$ cat src/rtl/mbox_pkg.sv
package mbox_pkg;
  localparam int MSG_BYTES = 16;
  localparam int MSG_W     = MSG_BYTES * 8;
  localparam int B_CMD     = 0;
  localparam int B_SEQ     = 1;
  localparam int B_ARG     = 2;
  localparam int B_CODE    = 13;
  localparam int B_HOST    = 14;
  localparam int B_CTRL    = 15;
  localparam int ARG_BYTES = B_CODE - B_ARG;
  localparam int CAP_ARGS  = 6;
  localparam int EVT_W     = 8;
  localparam logic [EVT_W-1:0] EVT_RESET = 8'h01;

  localparam logic [7:0] CMD_RESET      = 8'd1;
  localparam logic [7:0] CMD_MBOX_INFO  = 8'd2;
  localparam logic [7:0] CMD_FLASH_INFO = 8'd3;
  localparam logic [7:0] CMD_OPEN_RD    = 8'd4;
  localparam logic [7:0] CMD_CLOSE      = 8'd5;
  localparam logic [7:0] CMD_OPEN_WR    = 8'd6;
  localparam logic [7:0] CMD_DIRTY      = 8'd7;
  localparam logic [7:0] CMD_FLUSH      = 8'd8;
  localparam logic [7:0] CMD_EVT_ACK    = 8'd9;

  localparam logic [7:0] RC_OK      = 8'd1;
  localparam logic [7:0] RC_PARAM   = 8'd2;
  localparam logic [7:0] RC_SYSTEM  = 8'd4;
  localparam logic [7:0] RC_MAX     = 8'd5;

  typedef enum logic [2:0] {
    ST_IDLE, ST_DECODE, ST_ISSUE, ST_WAIT, ST_RING
  } st_e;

  typedef logic [MSG_BYTES-1:0][7:0] msg_t;
  typedef logic [ARG_BYTES-1:0][7:0] args_t;

  typedef struct packed {
    logic [7:0]                host;
    logic [CAP_ARGS-1:0][7:0]  arg;
    logic [7:0]                seq;
    logic [7:0]                cmd;
  } req_t;

  function automatic logic code_ok(input logic [7:0] c);
    return (c >= RC_OK) && (c <= RC_MAX);
  endfunction
endpackage

$ cat src/rtl/mbox_rst_sync.sv
module mbox_rst_sync #(
  parameter int STAGES = 2
) (
  input  logic clk,
  input  logic rst_n_in,
  output logic rst_n_out
);
  logic [STAGES-1:0] sync_q;

  always_ff @(posedge clk or negedge rst_n_in) begin
    if (!rst_n_in) sync_q <= '0;
    else           sync_q <= {sync_q[STAGES-2:0], 1'b1};
  end

  assign rst_n_out = sync_q[STAGES-1];
endmodule

$ cat src/rtl/mbox_decode.sv
module mbox_decode
  import mbox_pkg::*;
(
  input  req_t        req,
  input  logic [7:0]  cfg_api_ver,
  input  logic [15:0] cfg_rd_blocks,
  input  logic [15:0] cfg_wr_blocks,
  input  logic [7:0]  cfg_blk_shift,
  input  logic [31:0] cfg_flash_bytes,
  input  logic [31:0] cfg_erase_bytes,
  output logic        to_window,
  output logic [7:0]  local_rc,
  output args_t       local_args,
  output logic [7:0]  ack_mask,
  output logic [15:0] op_blk,
  output logic [31:0] op_len
);
  logic [31:0] flash_blocks;

  assign op_blk       = {req.arg[1], req.arg[0]};
  assign op_len       = {req.arg[5], req.arg[4], req.arg[3], req.arg[2]};
  assign flash_blocks = cfg_flash_bytes >> cfg_blk_shift;

  always_comb begin
    to_window  = 1'b0;
    local_rc   = RC_PARAM;
    local_args = '0;
    ack_mask   = '0;
    case (req.cmd)
      CMD_RESET, CMD_CLOSE, CMD_FLUSH: to_window = 1'b1;
      CMD_OPEN_RD, CMD_OPEN_WR: to_window = ({16'd0, op_blk} < flash_blocks);
      CMD_DIRTY: to_window = (op_len != 32'd0);
      CMD_MBOX_INFO: begin
        local_rc      = RC_OK;
        local_args[0] = cfg_api_ver;
        local_args[1] = cfg_rd_blocks[7:0];
        local_args[2] = cfg_rd_blocks[15:8];
        local_args[3] = cfg_wr_blocks[7:0];
        local_args[4] = cfg_wr_blocks[15:8];
        local_args[5] = cfg_blk_shift;
      end
      CMD_FLASH_INFO: begin
        local_rc = RC_OK;
        for (int i = 0; i < 4; i++) begin
          local_args[i]     = cfg_flash_bytes[8*i +: 8];
          local_args[4 + i] = cfg_erase_bytes[8*i +: 8];
        end
      end
      CMD_EVT_ACK: begin
        local_rc = RC_OK;
        ack_mask = req.arg[0];
      end
      default: ;
    endcase
  end
endmodule

$ cat src/rtl/mbox_evt_reg.sv
module mbox_evt_reg
  import mbox_pkg::*;
(
  input  logic             clk,
  input  logic             rst_n,
  input  logic [EVT_W-1:0] set_bits,
  input  logic             clr_en,
  input  logic [EVT_W-1:0] clr_bits,
  output logic [EVT_W-1:0] evt_q,
  output logic [EVT_W-1:0] evt_d
);
  logic [EVT_W-1:0] clr_eff;

  assign clr_eff = clr_en ? clr_bits : '0;
  assign evt_d   = (evt_q & ~clr_eff) | set_bits;

  always_ff @(posedge clk or negedge rst_n) begin
    if (!rst_n) evt_q <= EVT_RESET;
    else        evt_q <= evt_d;
  end
endmodule

$ cat src/rtl/mbox_rsp_build.sv
module mbox_rsp_build
  import mbox_pkg::*;
(
  input  req_t       req,
  input  logic [7:0] code,
  input  args_t      args,
  input  logic [7:0] evt,
  output msg_t       rsp
);
  always_comb begin
    rsp         = '0;
    rsp[B_CMD]  = req.cmd;
    rsp[B_SEQ]  = req.seq;
    for (int i = 0; i < ARG_BYTES; i++) rsp[B_ARG + i] = args[i];
    rsp[B_CODE] = code;
    rsp[B_HOST] = req.host;
    rsp[B_CTRL] = evt;
  end
endmodule

$ cat src/rtl/mbox_cmd_engine.sv
module mbox_cmd_engine
  import mbox_pkg::*;
(
  input  logic         clk,
  input  logic         rst_n,
  input  logic         req_valid,
  input  logic [127:0] req_msg,
  input  logic [7:0]   cfg_api_ver,
  input  logic [15:0]  cfg_rd_blocks,
  input  logic [15:0]  cfg_wr_blocks,
  input  logic [7:0]   cfg_blk_shift,
  input  logic [31:0]  cfg_flash_bytes,
  input  logic [31:0]  cfg_erase_bytes,
  input  logic [7:0]   evt_set,
  output logic         win_op_valid,
  output logic [3:0]   win_op_code,
  output logic [15:0]  win_op_blk,
  output logic [31:0]  win_op_len,
  input  logic         win_done,
  input  logic [7:0]   win_status,
  input  logic [15:0]  win_pos,
  output logic [127:0] rsp_msg,
  output logic         doorbell,
  output logic [7:0]   evt_status
);
  logic        rst_core_n;
  st_e         state_q, state_d;
  req_t        req_in, req_q;
  msg_t        rsp_q, rsp_d;
  logic        req_we, rsp_we, to_window, clr_en;
  logic [7:0]  local_rc, ack_mask, code_sel, evt_q, evt_d;
  args_t       local_args, args_sel;
  logic        unused_req;

  mbox_rst_sync #(.STAGES(2)) rst_i (
    .clk(clk), .rst_n_in(rst_n), .rst_n_out(rst_core_n)
  );

  // Only the bytes the protocol reads are captured.
  assign req_in     = {req_msg[8*B_HOST +: 8], req_msg[8*B_ARG +: 8*CAP_ARGS],
                       req_msg[8*B_SEQ +: 8], req_msg[8*B_CMD +: 8]};
  assign unused_req = ^{req_msg[8*B_CTRL +: 8], req_msg[8*(B_ARG+CAP_ARGS) +: 8*(B_HOST-B_ARG-CAP_ARGS)]};

  mbox_decode dec_i (
    .req(req_q), .cfg_api_ver(cfg_api_ver), .cfg_rd_blocks(cfg_rd_blocks),
    .cfg_wr_blocks(cfg_wr_blocks), .cfg_blk_shift(cfg_blk_shift),
    .cfg_flash_bytes(cfg_flash_bytes), .cfg_erase_bytes(cfg_erase_bytes),
    .to_window(to_window), .local_rc(local_rc), .local_args(local_args),
    .ack_mask(ack_mask), .op_blk(win_op_blk), .op_len(win_op_len)
  );

  assign clr_en = (state_q == ST_DECODE) && (req_q.cmd == CMD_EVT_ACK);

  mbox_evt_reg evt_i (
    .clk(clk), .rst_n(rst_core_n), .set_bits(evt_set), .clr_en(clr_en),
    .clr_bits(ack_mask), .evt_q(evt_q), .evt_d(evt_d)
  );

  // Result selection: local answer in DECODE, manager answer in WAIT.
  always_comb begin
    code_sel = local_rc;
    args_sel = local_args;
    if (state_q == ST_WAIT) begin
      code_sel = code_ok(win_status) ? win_status : RC_SYSTEM;
      args_sel = '0;
      if (req_q.cmd == CMD_OPEN_RD || req_q.cmd == CMD_OPEN_WR) begin
        args_sel[0] = win_pos[7:0];
        args_sel[1] = win_pos[15:8];
      end
    end
  end

  mbox_rsp_build rsp_i (
    .req(req_q), .code(code_sel), .args(args_sel), .evt(evt_d), .rsp(rsp_d)
  );

  // Next-state process
  always_comb begin
    state_d = state_q;
    req_we  = 1'b0;
    rsp_we  = 1'b0;
    case (state_q)
      ST_IDLE: if (req_valid) begin
        req_we  = 1'b1;
        state_d = ST_DECODE;
      end
      ST_DECODE: begin
        if (to_window) state_d = ST_ISSUE;
        else begin
          rsp_we  = 1'b1;
          state_d = ST_RING;
        end
      end
      ST_ISSUE: state_d = ST_WAIT;
      ST_WAIT: if (win_done) begin
        rsp_we  = 1'b1;
        state_d = ST_RING;
      end
      ST_RING: state_d = ST_IDLE;
      default: state_d = ST_IDLE;
    endcase
  end

  // Register processes
  always_ff @(posedge clk or negedge rst_core_n) begin
    if (!rst_core_n) state_q <= ST_IDLE;
    else             state_q <= state_d;
  end

  always_ff @(posedge clk or negedge rst_core_n) begin
    if (!rst_core_n)  req_q <= '0;
    else if (req_we)  req_q <= req_in;
  end

  always_ff @(posedge clk or negedge rst_core_n) begin
    if (!rst_core_n)  rsp_q <= '0;
    else if (rsp_we)  rsp_q <= rsp_d;
  end

  assign win_op_valid = (state_q == ST_ISSUE);
  assign win_op_code  = req_q.cmd[3:0];
  assign doorbell     = (state_q == ST_RING);
  assign rsp_msg      = rsp_q;
  assign evt_status   = evt_q;
endmodule

$ cat config.mk
export PLATFORM = sky130hd
export DESIGN_NAME = mbox_cmd_engine
export DESIGN_NICKNAME = d
export VERILOG_FILES = /design/src/rtl/mbox_pkg.sv /design/src/rtl/mbox_rst_sync.sv /design/src/rtl/mbox_decode.sv /design/src/rtl/mbox_evt_reg.sv /design/src/rtl/mbox_rsp_build.sv /design/src/rtl/mbox_cmd_engine.sv
export SDC_FILE = /design/constraint.sdc
export NUM_CORES = 1
export LEC_CHECK = 0
export ABC_CLOCK_PERIOD_IN_PS = 6610
export BUFFER_PORTS_ARGS = -buffer_cell sky130_fd_sc_hd__buf_4
export CORE_AREA = 2 2 182 184
export CTS_BUF_LIST = sky130_fd_sc_hd__clkbuf_2 sky130_fd_sc_hd__clkbuf_4 sky130_fd_sc_hd__clkbuf_8
export DETAILED_ROUTE_END_ITERATION = 16
export DIE_AREA = 0 0 184 186
export PLACE_DENSITY = 0.6
export REMOVE_ABC_BUFFERS = 1
export SYNTH_ARGS = -nofsm -noshare
export SYNTH_HDL_FRONTEND = slang
export SYNTH_SLANG_ARGS = --single-unit
$ cat constraint.sdc
create_clock -name clk -period 6.61 [get_ports clk]
set_input_delay 0.3305 -clock clk [delete_from_list [all_inputs] [get_ports clk]]
set_output_delay 0.3305 -clock clk [all_outputs]
set_load 0.05 [all_outputs]
Yosys cells after proc, flatten, opt, wreduce, memory -nomap -nowiden
Cells that the tools add are included.

Bits of input ports: 276. Word-level logic and storage cells: 78. Register bits: 213.

Shifts and indexed selects: 1. Muxes and demuxes: 19. Bitwise gates (word level): 3. Equal/unequal tests: 15. Magnitude comparators: 3. Reductions and logical operators: 9.

Operators with widths (number): $pmux W48 S2 (1); $mux W64 (1); $eq A8 B3 Y1 const B (4); $lt A16 B32 Y1 (1); $mux W16 (2); $mux W8 (4); $reduce_bool A32 Y1 (1); $shr A32 B8 Y32 (1); $eq A8 B2 Y1 const B (2); $eq A8 B4 Y1 const B (2); $pmux W3 S4 (1); $mux W3 (3); $and A8 B8 Y8 (1); $eq A8 B1 Y1 const B (1); $ge A8 B1 Y1 const B (1); $le A8 B3 Y1 const B (1); $not A8 Y8 (1); $or A8 B8 Y8 (1); $eq A3 B2 Y1 const B (2); $reduce_or A3 Y1 (2); $mux W1 (4); $ne A2 B2 Y1 const B (2); $eq A3 B1 Y1 const B (1); $eq A3 B3 Y1 const B (1); other kinds (8) (9).

Longest topological paths before layout
Gate-level depths: netlist of the first run.

Word-level depth: 6. Mapped depth: 23. Mapped depth without buffers: 18.

Modules after synthesis
From an unflattened synthesis of the first run, not the netlist that was laid out.

Cells, all modules: 1249. Area, all modules: 14067.2 sq um.

Modules (own cells, without submodules): mbox_cmd_engine (sequential area each 5079.9 sq um, instances 1, cells an instance 601, area an instance 8994.9 sq um); mbox_decode (sequential area each 0.0 sq um, instances 1, cells an instance 492, area an instance 3758.6 sq um); mbox_rsp_build (sequential area each 0.0 sq um, instances 1, cells an instance 128, area an instance 960.9 sq um); mbox_evt_reg (sequential area each 201.4 sq um, instances 1, cells an instance 25, area an instance 299.0 sq um); mbox_rst_sync (sequential area each 50.0 sq um, instances 1, cells an instance 3, area an instance 53.8 sq um).

Worst setup path before layout of the first run
Ideal clock, no wire load.

Path type: input to register. Start: input cfg_blk_shift[0]. End: register rsp_q (netlist bit rsp_msg[112]). Buffers on the path: 5. Library setup time: 0.125 ns. Slack: 1.968 ns. Cell stages on the path: 20. Arrival: 4.517 ns. Cell sequence: buf_6 buf_2 buf_1 buf_2 mux4_2 a311oi_1 a211oi_1 a21oi_1 or2_2 ha_1 nand2_1 o21ai_0 a2111oi_0 o21ai_0 a311oi_2 nor3_1 a21oi_4 inv_8 buf_12 mux2_4.

Longest elaborated chain between the ends: 5.

Ends and longest elaborated chain: from (decl) (line mbox_cmd_engine.sv:11) `input logic [7:0] cfg_blk_shift,`; $shr A32 B8 Y32 (line mbox_decode.sv:22) `assign flash_blocks = cfg_flash_bytes >> cfg_blk_shift;`; $lt A16 B32 Y1 (line mbox_decode.sv:31) `CMD_OPEN_RD, CMD_OPEN_WR: to_window = ({16'd0, op_blk} < flash_blocks);`; $pmux W1 S3 (line mbox_decode.sv:29) `case (req.cmd)`; $mux W1 (line mbox_cmd_engine.sv:88) `if (to_window) state_d = ST_ISSUE;`; $pmux W1 S2 (line mbox_cmd_engine.sv:82) `case (state_q)`; to (signal assigned) (line mbox_cmd_engine.sv:117) `else if (rsp_we) rsp_q <= rsp_d;`; to (decl) (line mbox_cmd_engine.sv:29) `msg_t rsp_q, rsp_d;`.

No other way between the ends. A chain may end at the register's enable or synchronous reset.

Worst setup path after layout of the first run
Start: input cfg_blk_shift[1]. End: register rsp_q (netlist bit rsp_msg[57]).

Longest elaborated chain between the ends: 5. Elaborated cells on any way between the ends: 7. Those cells by class: 1 x order compare; 1 x shift; 5 x mux.

Ends and longest elaborated chain (line): $shr A32 B8 Y32 (mbox_decode.sv:22); $lt A16 B32 Y1 (mbox_decode.sv:31); $pmux W1 S3 (mbox_decode.sv:29); $mux W1 (mbox_cmd_engine.sv:88); $pmux W1 S2 (mbox_cmd_engine.sv:82).

Several ways; a longest one is shown, not always the timed one.

==> results of run 1 <==
## power breakdown
part	internal, mW	leakage, nW	switching [mW]
combinational	1.13	4.17	1.73
sequential	1.49	2.33	0.364
clock	0.318	0.200	0.487
## stage by stage
stage	worst slack, ps	std cells
2_1_floorplan	-2374	909
3_3_place_gp	1333	1709
3_5_place_dp	1363	1709
4_1_cts	1885	1749
5_1_grt	1503	1749
6_report	1789	1749
## flip-flops by register name, indices dropped and copies added, names as in the netlist
| signal | cells |
|---|---|
| win_op_code | 4 |
| evt_i.evt_q | 8 |
| req_q | 68 |
| rst_i.sync_q | 2 |
| state_q | 3 |
| rsp_msg | 104 |
## worst max-delay path: cells and delay by family
family,cells,cell delay (ps)
adder cells (fa/ha/maj),1,280
AO/OA/AOI/OAI,7,1230
AND/OR/NAND/NOR,5,1040
buffers and inverters,3,1620
multiplexers,2,540
## worst paths after layout
check | cells past startpoint | endpoint | from
max in group asynchronous | 1 | rsp_msg[123] | rst_i.sync_q[1]
min in group asynchronous | 2 | rst_i.sync_q[1] | rst_n
max reg2reg | 10 | rsp_msg[57] | req_q[25]
min reg2reg | 0 | rst_i.sync_q[1] | rst_i.sync_q[0]
max | 18 | rsp_msg[57] | cfg_blk_shift[1]
min | 2 | evt_i.evt_q[6] | evt_set[6]
## routing by layer
layer / up-vias / wire, microns / global-route usage / share of wire
li1: 4169 / - / - / -
met3: 52 / 2514 / 0.06026 / 0.075
met2: 351 / 16170 / 0.3200 / 0.48
met4: 0 / 782 / 0.06048 / 0.023
met5: - / 0 / 0 / 0
met1: 4336 / 14230 / 0.2510 / 0.42
## cell families (layout without fill, tap and decap cells)
logic type | Yosys count | count (layout) | synth area share
buffers and inverters | 164 | 457 | 0.09502
and+or+nand+nor | 246 | 246 | 0.09831
muxes | 274 | 274 | 0.2972
other | 2 | 25 | 0.0006563
AOI/OAI and AO/OA | 135 | 135 | 0.07895
adders and majority gates | 15 | 15 | 0.01640
DFF | 189 | 189 | 0.4135
## cell type report
| class | count | area [sq um] | area share |
|---|---|---|---|
| sequential | 189 | 4738 | 0.3264 |
| timing repair buffer | 400 | 3035 | 0.2091 |
| tap | 408 | 510.5 | 0.03517 |
| inverter | 25 | 101.3 | 0.006982 |
| clock buffer | 17 | 234.0 | 0.01612 |
| clock inverter | 15 | 173.9 | 0.01198 |
| multi-input combinational | 695 | 5723 | 0.3942 |
## Yosys cell counts (8+ instances only)
master    instances  share of area
a21o_1           11         0.0072
a21oi_1          21         0.0092
a31oi_1           8         0.0044
buf_12            8          0.014
buf_2             9         0.0039
buf_4            78          0.051
clkbuf_1         35          0.011
dfrtp_1         188           0.41
ha_1             15          0.016
inv_1            21         0.0069
mux2_2          105           0.10
mux2_4           63          0.083
mux2i_1          90          0.079
mux4_2           13          0.026
nand2_1          82          0.027
nand2b_1         13         0.0071
nor2_1           78          0.026
nor3_1           19         0.0083
nor4_1           16         0.0087
o21ai_0          36          0.016
o22ai_1          10         0.0055
==> reports/metrics.csv, run 1 <==
stage,metric,value,unit
critical_path,crit path max fanout,82,
global_route,first-pass GRT wire length,51820,microns
placement,HPWL reported at the end of detailed placement,24720,microns
route,drt via density,5.093,
floorplan,Initial Util,0.3553,
logic_synthesis,"Seq/Total Area, Yosys",0.4134,
route,drt first pass iters,8,
placement,placed instance area,14030,sq um
sta,worst hold slack,47.42,ps
logic_synthesis,Post-synth EDFFs,0,
floorplan,die height,186,microns
layout,Layout Utilization,0.4507,
sta,Tmin final,4821,ps
route,final wirelength,33700,microns
floorplan,num ports,466,
layout,fill cell count,3090,
sta,Worst Clk Skew,20.62,ps
route,via count,8908,
sta,Final Hold Fails,0,
layout,most frequent cells in the layout,"buf_4 (391), dfrtp_1 (186), mux2_2 (105)",
run_status,run status,finished clean,
logic_synthesis,#FFs+latches synth,189,
critical_path,Setup crit start kind,input pin,
critical_path,Crit path arrival time,5190,ps
clock_network,H-tree depth,4,
logic_synthesis,Netlist cell types,65,
global_route,largest net degree at the start of global routing,131,
layout,final instance area,14520,sq um
clock_network,clock tree buffer depth,2,
clock_network,hold_buf cts,8,
logic_synthesis,Mapped Area,11440,sq um
critical_path,WP data required,6980,ps
placement,Placer Congestion,0.8949,
clock_network,clock-pin slew on the worst setup and hold paths,100,ps
global_route,"Remaining Overflow, GRT",0,
sta,RSZ-0062 raised after global routing,no,
sta,slew margin rel.,0.2373,
critical_path,worst-path cell chain,"buf_4, clkinv_1, nand2_1, o211ai_1, a21oi_1, mux2i_1, o22ai_1, nand2b_1, ha_1, nand4_1, nor4_1, o31ai_1, a31oi_2, a311oi_2, nor3_1, a21oi_4, inv_8, mux2_2",
power_and_ir_drop,Tot Pwr,5.522,mW
sta,setup TNS,0,ps
layout,share of layout cells above drive strength 1,0.4609,
logic_synthesis,Mapped Cells,1025,
layout,Area growth syn-to-layout,26.87,%
route,Detail Route Antenna Nets,0,
layout,Antenna diodes,0,
clock_network,CTS buffer count,17,
sta,max-slew violation count,0,
clock_network,Post-CTS Setup Inserts,0,
floorplan,row count,66,
clock_network,# resized after CTS,0,
route,DRC violations left,0,
sta,Final Setup Violations,0,
global_route,antenna violations before repair,0,
clock_network,"Clk Latency, worst-skew pair",490,ps
clock_network,Root Buffer,clkbuf_8,
sta,Worst-Margin Slew,1140,ps
layout,"commonest non-fill, non-tap cell in the layout",buf_4,
route,Routed WL per cell,19.27,microns
logic_synthesis,syn_area_per_cell,11.16,sq um
power_and_ir_drop,peak supply drop,0.0002967,V
global_route,vias in the first global route,8992,
critical_path,critical path type,in -> reg,
critical_path,Worst setup EP type,flip-flop,
logic_synthesis,Synth Warn #,0,
floorplan,die area,34220,sq um
logic_synthesis,Post-synth ARST share,1.000,
sta,Tcrit/Tclk final,0.7294,
logic_synthesis,"Top FF cell, synth",dfrtp_1,
clock_network,CTS tree,yes,
critical_path,max incr delay on CP,630,ps
floorplan,core area,32210,sq um
global_route,GRT Util Overall,0.1967,
critical_path,FF-to-FF setup slack,3220,ps
worst_hold_path,Min-Delay Path Class,in -> reg,
placement,port bufs,385,
clock_network,CTS sink count,189,
power_and_ir_drop,Pleak,6.704,nW
run,Max-cap violations,0,
route,DRT iter0 DRCs,540,
layout,Final #Nets,1619,
critical_path,crit path max-delay cell type,clkinv_1,
power_and_ir_drop,P per Cell Area,380.4,nW/um^2
floorplan,Die X,184,microns
sta,Peak Freq,0.2074,GHz
Note: power is estimated with default switching activity, not from simulation.
==> run 2, diff against run 1 <==
--- a/config.mk
+++ b/config.mk
@@ -5,13 +5,14 @@
 export SDC_FILE = /design/constraint.sdc
 export NUM_CORES = 1
 export LEC_CHECK = 0
-export ABC_CLOCK_PERIOD_IN_PS = 6610
+export ABC_AREA = 1
+export ABC_CLOCK_PERIOD_IN_PS = 4000
 export BUFFER_PORTS_ARGS = -buffer_cell sky130_fd_sc_hd__buf_4
-export CORE_AREA = 2 2 182 184
+export CORE_AREA = 2 2 179 181
 export CTS_BUF_LIST = sky130_fd_sc_hd__clkbuf_2 sky130_fd_sc_hd__clkbuf_4 sky130_fd_sc_hd__clkbuf_8
 export DETAILED_ROUTE_END_ITERATION = 16
-export DIE_AREA = 0 0 184 186
-export PLACE_DENSITY = 0.6
+export DIE_AREA = 0 0 181 183
+export PLACE_DENSITY = 0.62
 export REMOVE_ABC_BUFFERS = 1
 export SYNTH_ARGS = -nofsm -noshare
 export SYNTH_HDL_FRONTEND = slang
==> constraint.sdc (replaced) <==
create_clock -name clk -period 4 [get_ports clk]
set_input_delay 0.2 -clock clk [delete_from_list [all_inputs] [get_ports clk]]
set_output_delay 0.2 -clock clk [all_outputs]
set_load 0.05 [all_outputs]
==> run 2 against run 1 <==
  * Sequential power rose by 64%
  * Count of clock-buffer cells in the layout did not move
  * Die area fell by 3.2%
  * Synthesized area fell by 4.5%
  * Critical path type unchanged
==> reports/metrics.csv, run 2 <==
stage,metric,value,unit
logic_synthesis,"Top FF cell, synth",dfrtp_1,
logic_synthesis,"Seq/Total Area, Yosys",0.4328,
floorplan,row count,65,
sta,Peak Freq,0.2854,GHz
clock_network,Root Buffer,clkbuf_8,
global_route,first-pass GRT wire length,59250,microns
placement,# placed instances,2017,
global_route,GRT Util Overall,0.2270,
placement,port bufs,385,
critical_path,Crit path arrival time,3860,ps
run,Max-cap violations,0,
critical_path,Setup crit start kind,input pin,
layout,max FFs per register,104,
floorplan,num ports,466,
clock_network,clock tree buffer depth,2,
global_route,antenna violations before repair,2,
clock_network,H-tree depth,4,
placement,HPWL reported at the end of detailed placement,26880,microns
floorplan,Initial Util,0.3500,
clock_network,CTS sink count,189,
route,drt via density,5.013,
logic_synthesis,Mapped Cells,1347,
clock_network,CTS tree,yes,
critical_path,critical path type,in -> reg,
sta,setup TNS,0,ps
sta,worst hold slack,38.09,ps
logic_synthesis,list of most frequent post-synthesis cells,"nand2_1 (334), nand3_1 (250), dfrtp_1 (188)",
global_route,"Remaining Overflow, GRT",0,
clock_network,# resized after CTS,0,
sta,Tcrit/Tclk final,0.8759,
critical_path,Worst setup EP type,flip-flop,
logic_synthesis,top post-synthesis cells by area,"dfrtp_1 (43%), nand2_1 (11%), nand3_1 (11%)",
floorplan,die height,183,microns
logic_synthesis,#FFs+latches synth,189,
placement,placed instance area,13730,sq um
route,DRC violations left,0,
logic_synthesis,syn_area_per_cell,8.115,sq um
logic_synthesis,Synth Warn #,0,
route,DRT iter0 DRCs,542,
sta,max-slew violation count,0,
sta,Worst-Margin Slew,1076,ps
route,via count,10770,
logic_synthesis,"count leader, synth",nand2_1,
sta,Worst Clk Skew,15.84,ps
clock_network,"Clk Latency, worst-skew pair",480,ps
logic_synthesis,top-area cell type share of the netlist area,0.4304,
sta,Final Hold Fails,0,
power_and_ir_drop,peak supply drop,0.0006301,V
layout,"commonest non-fill, non-tap cell in the layout",buf_4,
logic_synthesis,Mapped Area,10930,sq um
clock_network,clock-pin slew on the worst setup and hold paths,120,ps
placement,DP Worst Slack,100.6,ps
layout,Layout Utilization,0.4857,
floorplan,core area,31230,sq um
route,drt first pass iters,5,
logic_synthesis,cell taking the most area after synthesis,dfrtp_1,
global_route,largest net degree at the start of global routing,105,
worst_hold_path,Min-Delay Path Class,in -> async,
layout,share of layout cells above drive strength 1,0.3060,
placement,Placer Congestion,0.8897,
layout,final instance area,15170,sq um
layout,most frequent cells in the layout,"buf_4 (405), nand2_1 (333), nand3_1 (249)",
floorplan,Die X,181,microns
route,Detail Route Antenna Nets,0,
floorplan,die area,33120,sq um
sta,fin worst setup slack,496.4,ps
logic_synthesis,Post-synth ARST share,1.000,
layout,non-filler instance count after layout,2149,
power_and_ir_drop,Pleak,7.625,nW
sta,slew margin rel.,0.2824,
power_and_ir_drop,P per Cell Area,619.2,nW/um^2
logic_synthesis,Netlist cell types,45,
run_status,run status,finished clean,
sta,RSZ-0062 raised after global routing,no,
clock_network,CTS buffer count,17,
global_route,vias in the first global route,10800,
route,Routed WL per cell,17.59,microns
route,final wirelength,37800,microns
critical_path,critical path startpoint,cfg_blk_shift[7],
logic_synthesis,Post-synth EDFFs,0,
power_and_ir_drop,Tot Pwr,9.392,mW
critical_path,crit path max fanout,104,
clock_network,Post-CTS Setup Inserts,0,
critical_path,WP data required,4360,ps
sta,Final Setup Violations,0,
layout,Final #Nets,2023,
layout,Area growth syn-to-layout,38.76,%
critical_path,reg-to-reg startpoint,req_q[6],
sta,Tmin final,3504,ps
==> run 2: cell count changes after synthesis, moves of 12 or more <==
cell      previous run  this run
nand2_1             82       334
nand3_1              6       250
mux2i_1             90         5
mux2_4              63         0
inv_1               21        59
mux2_2             105        70
clkbuf_1            35        56
o21ai_0             36        56
a32o_1               0        14
nor2_1              78        64
mux4_2              13         0
nand2b_1            13         0
o21ai_1              1        13
==> run 2: per-layer routing <==
metal	up-vias	GRT usage	wire, microns
met5	-	0	13
met4	2	0.08423	1116
met3	51	0.05719	2779
met2	426	0.3842	17900
met1	5090	0.2808	15980
li1	5204	-	-
==> run 2: power by group <==
| part | internal [mW] | switching (mW) |
|---|---|---|
| Clock | 0.603 | 0.847 |
| Sequential | 2.50 | 0.545 |
| Combinational | 1.65 | 3.24 |
| Total | 4.76 | 4.64 |
==> run 2: final cells by class <==
type	count	area, sq um
Fill cell	3000	16060
Multi-Input combinational cell	950	5089
Sequential cell	189	4735
Timing Repair Buffer	509	4141
Tap cell	402	503.0
Inverter	65	244.0
Clock buffer	17	234.0
Clock inverter	15	216.5
Antenna cell	2	5.005
==> run 2: final timing paths <==
| check | cells past startpoint | slack, ps | to |
|---|---|---|---|
| max in group asynchronous | 1 | 2580 | req_q[34] |
| setup reg to reg | 11 | 1200 | rsp_msg[26] |
| setup / recovery | 24 | 500 | rsp_msg[26] |
| hold / removal | 2 | 40 | rst_i.sync_q[0] |
| min in group clk | 4 | 40 | rsp_msg[54] |
| hold reg to reg | 0 | 380 | rst_i.sync_q[1] |
==> run 2: cell families (layout without fill, tap and decap cells) <==
family / count (synthesis) / in the layout / synth area share
simple gates: 687 / 687 / 0.2744
mux: 75 / 75 / 0.07669
buf+inv: 231 / 606 / 0.1131
flops: 189 / 189 / 0.4328
fa+ha+maj: 15 / 15 / 0.01717
other cells: 2 / 27 / 0.0006871
compound gates: 148 / 148 / 0.08516
==> run 2: timing repair <==
action | 4_1_cts | 5_1_grt
setup endpoints to repair | 0 | 0
hold buffers | 98 | 0
endpoints found under the hold margin | 107 | 0
==> run 2: critical path: stages <==
cell and delay (ps):
buf_4 130, nor2_4 380, nand3_1 120, o31ai_1 130
mux2i_1 160, or2_2 310, o21ai_0 120, o21ai_0 110
o22ai_1 250, inv_1 90, ha_1 290, a21oi_1 150
nor2_1 50, a211oi_1 180, nand2_1 90, nand2_1 60
nand2_1 40, nand2_1 80, nand2_2 80, nand3_4 130
nand2_4 60, buf_12 210, nand2_1 160, nand2_1 70
